## src/rtl/crcins_pkg.sv

```systemverilog
package crcins_pkg;

    localparam logic [1:0] MODE_USER = 2'd0;
    localparam logic [1:0] MODE_FC   = 2'd1;
    localparam logic [1:0] MODE_GBE  = 2'd2;

    localparam logic [7:0] K28_5 = 8'hBC;
    localparam logic [7:0] K27_7 = 8'hFB;
    localparam logic [7:0] K29_7 = 8'hFD;
    localparam logic [7:0] D21_4 = 8'h95;
    localparam logic [7:0] D21_5 = 8'hB5;
    localparam logic [7:0] D10_4 = 8'h8A;
    localparam logic [7:0] D10_5 = 8'hAA;
    localparam logic [7:0] D16_2 = 8'h50;
    localparam logic [7:0] D5_6  = 8'hC5;

    localparam int CRC_BYTES   = 4;
    localparam int FC_SOF_REST = 2;
    localparam int FC_EOF_REST = 3;

    typedef enum logic [2:0] {
        ST_IDLE, ST_FCSOF, ST_HDR, ST_BODY, ST_CRC, ST_EOFX, ST_XIDLE, ST_XIDLE2
    } state_e;

    typedef enum logic [1:0] {FIX_NONE, FIX_EOF, FIX_IDLE} fix_e;

endpackage

```

## src/rtl/crcins_crc32.sv

```systemverilog
module crcins_crc32 #(
    parameter logic [31:0] POLY_REFL = 32'hEDB88320
) (
    input  logic        clk,
    input  logic        rst_n,
    input  logic        init,
    input  logic        en,
    input  logic [7:0]  din,
    output logic [31:0] crc_q
);
    function automatic logic [31:0] step(input logic [31:0] c, input logic [7:0] d);
        logic [31:0] r;
        r = c ^ {24'd0, d};
        for (int i = 0; i < 8; i++) begin
            r = r[0] ? ((r >> 1) ^ POLY_REFL) : (r >> 1);
        end
        return r;
    endfunction

    always_ff @(posedge clk or negedge rst_n) begin
        if (!rst_n)    crc_q <= '1;
        else if (init) crc_q <= '1;
        else if (en)   crc_q <= step(crc_q, din);
    end
endmodule

```

## src/rtl/crcins_fixup.sv

```systemverilog
module crcins_fixup
    import crcins_pkg::*;
(
    input  logic [7:0] din,
    input  logic       kin,
    input  fix_e       fix,
    input  logic       flip,
    output logic [7:0] dout
);
    always_comb begin
        dout = din;
        if (flip && !kin) begin
            unique case (fix)
                FIX_EOF: begin
                    if (din == D21_4)      dout = D21_5;
                    else if (din == D10_4) dout = D10_5;
                end
                FIX_IDLE: if (din == D16_2) dout = D5_6;
                default: ;
            endcase
        end
    end
endmodule

```

## src/rtl/crcins_top.sv

```systemverilog
module crcins_top
    import crcins_pkg::*;
#(
    parameter int          PRE_LEN   = 7,
    parameter logic [31:0] POLY_REFL = 32'hEDB88320
) (
    input  logic       clk,
    input  logic       rst_n,
    input  logic [1:0] mode_i,
    input  logic       rd_pos_i,
    input  logic       in_valid,
    output logic       in_ready,
    input  logic [7:0] in_data,
    input  logic       in_k,
    input  logic       in_sop,
    input  logic       in_eop,
    output logic       out_valid,
    input  logic       out_ready,
    output logic [7:0] out_data,
    output logic       out_k
);
    localparam int CNT_W = $clog2(PRE_LEN + CRC_BYTES + 1);
    localparam logic [CNT_W-1:0] CRC_LAST = CNT_W'(CRC_BYTES);
    localparam logic [CNT_W-1:0] EOF_LAST = CNT_W'(FC_EOF_REST - 1);

    state_e           st, st_nx;
    logic [1:0]       pkt_mode;
    logic [CNT_W-1:0] cnt;
    logic [7:0]       held_d;
    logic             held_k;
    logic             flip;
    logic [31:0]      crc_q;
    logic [31:0]      crc_inv;
    logic [7:0]       crc_byte;
    logic [7:0]       fix_d;
    fix_e             fix_sel;
    logic             adv, acc, start_det, end_det, crc_init, crc_en;

    assign adv      = !out_valid || out_ready;
    assign in_ready = adv && (st != ST_CRC);
    assign acc      = in_valid && in_ready;
    assign crc_inv  = ~crc_q;
    assign crc_byte = 8'(crc_inv >> {cnt[1:0], 3'b000});
    assign crc_init = acc && (st == ST_IDLE) && start_det;
    assign crc_en   = acc && (st == ST_BODY) && !end_det;

    always_comb begin
        case (mode_i)
            MODE_FC:  start_det = in_k && (in_data == K28_5);
            MODE_GBE: start_det = in_k && (in_data == K27_7);
            default:  start_det = in_sop;
        endcase
        case (pkt_mode)
            MODE_FC:  end_det = in_k && (in_data == K28_5);
            MODE_GBE: end_det = in_k && (in_data == K29_7);
            default:  end_det = in_eop;
        endcase
        if (st == ST_EOFX && cnt == '0) fix_sel = FIX_EOF;
        else if (st == ST_XIDLE2)       fix_sel = FIX_IDLE;
        else                            fix_sel = FIX_NONE;
    end

    crcins_crc32 #(.POLY_REFL(POLY_REFL)) u_crc (
        .clk(clk), .rst_n(rst_n), .init(crc_init), .en(crc_en),
        .din(in_data), .crc_q(crc_q)
    );

    crcins_fixup u_fix (
        .din(in_data), .kin(in_k), .fix(fix_sel), .flip(flip), .dout(fix_d)
    );

    always_comb begin
        st_nx = st;
        unique case (st)
            ST_IDLE: if (acc && start_det) begin
                if (mode_i == MODE_FC)       st_nx = ST_FCSOF;
                else if (mode_i == MODE_GBE) st_nx = ST_HDR;
                else                         st_nx = ST_BODY;
            end
            ST_FCSOF:  if (acc) st_nx = (!in_k && in_data == D21_5) ? ST_HDR : ST_IDLE;
            ST_HDR:    if (acc && cnt == CNT_W'(1)) st_nx = ST_BODY;
            ST_BODY:   if (acc && end_det) st_nx = ST_CRC;
            ST_CRC: if (adv && cnt == CRC_LAST) begin
                if (pkt_mode == MODE_FC)       st_nx = ST_EOFX;
                else if (pkt_mode == MODE_GBE) st_nx = ST_XIDLE;
                else                           st_nx = ST_IDLE;
            end
            ST_EOFX:   if (acc && cnt == EOF_LAST) st_nx = ST_IDLE;
            ST_XIDLE:  if (acc && in_k && in_data == K28_5) st_nx = ST_XIDLE2;
            ST_XIDLE2: if (acc) st_nx = ST_IDLE;
            default:   st_nx = ST_IDLE;
        endcase
    end

    always_ff @(posedge clk or negedge rst_n) begin
        if (!rst_n) st <= ST_IDLE;
        else        st <= st_nx;
    end

    always_ff @(posedge clk or negedge rst_n) begin
        if (!rst_n) begin
            out_valid <= 1'b0;
            out_data  <= '0;
            out_k     <= 1'b0;
            cnt       <= '0;
            held_d    <= '0;
            held_k    <= 1'b0;
            flip      <= 1'b0;
            pkt_mode  <= MODE_USER;
        end else begin
            if (crc_init) pkt_mode <= mode_i;
            case (st)
                ST_IDLE:  if (acc && start_det) cnt <= CNT_W'(PRE_LEN);
                ST_FCSOF: if (acc) cnt <= CNT_W'(FC_SOF_REST);
                ST_HDR:   if (acc) cnt <= cnt - 1'b1;
                ST_BODY: if (acc && end_det) begin
                    held_d <= in_data;
                    held_k <= in_k;
                    cnt    <= '0;
                end
                ST_CRC: if (adv) begin
                    if (cnt == CRC_LAST) begin
                        cnt  <= '0;
                        flip <= rd_pos_i;
                    end else begin
                        cnt <= cnt + 1'b1;
                    end
                end
                ST_EOFX:  if (acc) cnt <= cnt + 1'b1;
                ST_XIDLE: if (acc && in_k && in_data == K28_5) flip <= rd_pos_i;
                default: ;
            endcase
            if (adv) begin
                if (st == ST_CRC) begin
                    out_valid <= 1'b1;
                    if (cnt == CRC_LAST) begin
                        out_data <= held_d;
                        out_k    <= held_k;
                    end else begin
                        out_data <= crc_byte;
                        out_k    <= 1'b0;
                    end
                end else if (acc && !(st == ST_BODY && end_det)) begin
                    out_valid <= 1'b1;
                    out_data  <= fix_d;
                    out_k     <= in_k;
                end else begin
                    out_valid <= 1'b0;
                end
            end
        end
    end
endmodule

```

## config.mk

```make
export PLATFORM = sky130hd
export DESIGN_NAME = crcins_top
export DESIGN_NICKNAME = d
export VERILOG_FILES = /design/src/rtl/crcins_pkg.sv /design/src/rtl/crcins_crc32.sv /design/src/rtl/crcins_fixup.sv /design/src/rtl/crcins_top.sv
export SDC_FILE = /design/constraint.sdc
export NUM_CORES = 1
export LEC_CHECK = 0
export BUFFER_PORTS_ARGS = -buffer_cell sky130_fd_sc_hd__buf_4
export CORE_MARGIN = 2
export CORE_UTILIZATION = 32
export CTS_BUF_LIST = sky130_fd_sc_hd__clkbuf_4 sky130_fd_sc_hd__clkbuf_8 sky130_fd_sc_hd__clkbuf_16
export CTS_CLUSTER_DIAMETER = 150
export DETAILED_ROUTE_END_ITERATION = 12
export PLACE_DENSITY = 0.49
export SETUP_SLACK_MARGIN = 0.1
export SLEW_MARGIN = 20
export SYNTH_ARGS = -nofsm -noshare
export SYNTH_HDL_FRONTEND = slang
export SYNTH_SLANG_ARGS = --single-unit
```

## constraint.sdc

```tcl
create_clock -name clk -period 6.2 [get_ports clk]
set_clock_uncertainty 0.1 [all_clocks]
set_input_delay 0.62 -clock clk [delete_from_list [all_inputs] [get_ports clk]]
set_output_delay 0.62 -clock clk [all_outputs]
set_load 0.01 [all_outputs]
```

==> reports/qor.txt <==
max-cap violation count: 0
Fin Setup TNS: 0 ns
worst endpoint required time: 6.36 ns
period utilisation layout: 0.5219
Final Cell Area: 4825 µm²
Slew HR: 0.4572
clk_lat worst skew: 0.34 ns
min-delay worst type: in -> async
leakage: 1.916 nW
clock-pin transition on the worst setup and hold timing paths: 0.06 ns
Post-Synth Simple-Gate Area: 0.1125
CTS root buffer: clkbuf_16
dpl hpwl: 7318 µm
XOR/XNOR Fraction of Synth Area: 0.1717
PwrDens: 675.4 nW/µm²
initial antenna violation count: 0
Die Span Y: 118.6 µm
Placement Cell Area: 4496 µm²
fin. max-slew vios: 0
Primary FF master, synth: dfstp_2
crit path max fanout: 20
Post CTS Setup Buffer Count: 0
final wirelength: 10,520 µm
DR pass1 iterations: 4
synthesis-stage register bit count: 61
TritonCTS clock tree: done
area delta synth->final: 14.76%
post-synthesis mux area share: 0.09524
Worst path max stage delay: 0.68 ns
residual DRC count: 0
Seq/Total Area, Yosys: 0.3726
unrepaired setup endpoints after global routing: no
Final Setup Violations: 0
share of cells above drive strength 1: 0.3251
CTS H-tree lvls: 3
DR WL/cell: 18.20 µm
Netlist cell types: 60
worst-margin pin slew: 0.8142 ns
main combinational cell family by area after synthesis: compound AO/OA/AOI/OAI gates
iteration-0 DRC count of the detailed router: 139
status: complete, no violations
Starting Density: 0.3304
hold buffer count at cts: 0
Tmin final: 3.236 ns
share of flip-flops with an asynchronous set or reset: 1.000
Num Clock Sinks: 61
CTS Buf Count: 9
Critical Path End: st[0]
chip width: 118.6 µm
crit path launch: cnt[0]
die area: 14,070 µm²
Vias/cell: 5.131
worst reg2reg path startpoint: cnt[0]
# resized after CTS: 0
startpoint types: register
WHS: 0.2731 ns
number of synthesized flops with an enable pin: 0
critical path, cell by cell: inv_1 > ha_1 > nand3b_1 > nor2_1 > a2bb2oi_1 > o21ai_0 > or4_1 > o21ai_1
std cell rows: 41
ANT cells: 0
Arr. time, crit path: 3.40 ns
post-route core utilization: 0.3792
Cells after DPL: 562
largest net degree at the start of global routing: 62
mapped cell area: 4204 µm²
peak supply drop: 195.0 µV
final hold viol count: 0
compound-gate portion of the synthesized area: 0.1726
Fmax: 309.1 MHz
R2R setup slack: 2.96 ns
reg2reg end: st[0]
final std cells w/o fill: 578
total power: 3.259 mW
via count: 2,966
Global Route Usage Sum: 0.1610
Synth warnings: 0
post-synthesis adder-cell area fraction: 0.02679
global-route wire length before repair: 17,590 µm
Worst path slowest cell: dfrtp_1
maximum buffer depth of the clock tree: 2
Crit. End Element: register
GP Congestion: 0.8464
worst setup margin: 2.964 ns
Avg Inst Size Synth: 11.01 µm²
core area: 12,720 µm²
Net Count, Synth: 409
Post-DRT Antenna Nets: 0
final net count: 428
R2R depth: 8
grt total ovfl: 0
# IOs: 29
Crit Path Category: reg -> reg
vias in the first global route: 3,039
pre-CTS setup slack: 2.938 ns
I/O Buffers: 28
Cells after Synth: 382
[kinds of logic (layout without fill, tap and decap cells)]
group	Yosys count	in the layout
AOI/OAI and AO/OA	97	97
xor gates and xnor gates	70	70
adders and majority gates	9	9
buffers and inverters	37	61
DFF	61	61
muxes	28	28
and+or+nand+nor	80	80
[worst max-delay path: cells and delay by family (launching register included)]
family / cells / cell delay [ns]
flip-flops: 1 / 0.68
buffers and inverters: 1 / 0.27
AND/OR/NAND/NOR: 3 / 1.41
adder cells (fa/ha/maj): 1 / 0.24
AO/OA/AOI/OAI: 3 / 0.46
[layout make-up]
| type | instances | area, µm² |
|---|---|---|
| inverters | 16 | 60.06 |
| multi-input cells | 284 | 2436 |
| clock inverters | 5 | 82.58 |
| repair buffers | 29 | 217.7 |
| flip-flops and latches | 61 | 1567 |
| well taps | 172 | 215.2 |
| clock buffers | 11 | 246.5 |
| fillers | 1294 | 7898 |
[layer usage]
metal	part of all wire	wire, µm	track usage
met5	0	0	0
met2	0.47	4904	0.2410
met1	0.49	5121	0.2277
met4	0.013	140	0.05283
met3	0.033	351	0.03764
[cell usage after synthesis, types with 3 or more instances]
| master | instances | area [µm²] |
|---|---|---|
| nand4_1 | 3 | 18.77 |
| clkbuf_8 | 3 | 41.29 |
| nor3_1 | 5 | 25.02 |
| xnor2_1 | 33 | 289.0 |
| mux2_2 | 16 | 180.2 |
| inv_1 | 16 | 60.06 |
| o21ai_0 | 22 | 110.1 |
| or4_1 | 3 | 22.52 |
| ha_1 | 9 | 112.6 |
| nand3b_1 | 4 | 30.03 |
| a2bb2oi_1 | 33 | 289.0 |
| nand4b_1 | 3 | 26.28 |
| nand2_1 | 19 | 71.32 |
| mux4_2 | 8 | 180.2 |
| o22ai_1 | 5 | 31.28 |
| nor2b_1 | 7 | 43.79 |
| mux2i_1 | 4 | 40.04 |
| dfrtp_1 | 29 | 725.7 |
| clkbuf_1 | 10 | 37.54 |
| a21oi_1 | 12 | 60.06 |
| nand3_1 | 4 | 20.02 |
| xnor2_2 | 12 | 195.2 |
| a22o_1 | 3 | 26.28 |
| buf_6 | 4 | 45.04 |
| dfstp_2 | 32 | 840.8 |
| nor2_1 | 16 | 60.06 |
| xor2_1 | 24 | 210.2 |
[power by group]
part	switching, mW	total (mW)	internal (mW)
Combinational	0.897	1.81	0.909
Sequential	0.231	0.893	0.661
Clock	0.191	0.560	0.369
[worst min-delay path by stage]
stage / start / endpoint / depth (start not counted)
after floorplan: rst_n / cnt[0] / 0
after global placement: held_d[4] / held_d[4] / 1
after detailed placement: held_d[1] / held_d[1] / 1
after CTS: rst_n / st[0] / 1
after global routing: rst_n / st[1] / 1
final: rst_n / st[1] / 1
[layout by cell type (no fill, tap or decap), types with 5 or more instances in the layout]
cell type,synthesis,layout
ha_1,9,9
clkbuf_16,0,9
o22ai_1,5,5
nor2_1,16,16
xnor2_1,33,33
mux4_2,8,8
nor3_1,5,5
nor2b_1,7,6
xnor2_2,12,12
dfstp_2,32,32
buf_4,1,29
o21ai_0,22,22
nand2_1,19,19
xor2_1,24,24
mux2_2,16,16
dfrtp_1,29,29
inv_1,16,16
a21oi_1,12,12
a2bb2oi_1,33,33
[sequential cells by signal, indices dropped and copies added (netlist names)]
register	count
held_k	1
u_crc.crc_q	32
flip	1
pkt_mode	2
out_k	1
st	3
out_valid	1
held_d	8
cnt	4
out_data	8
(Power assumes the default switching activity.)
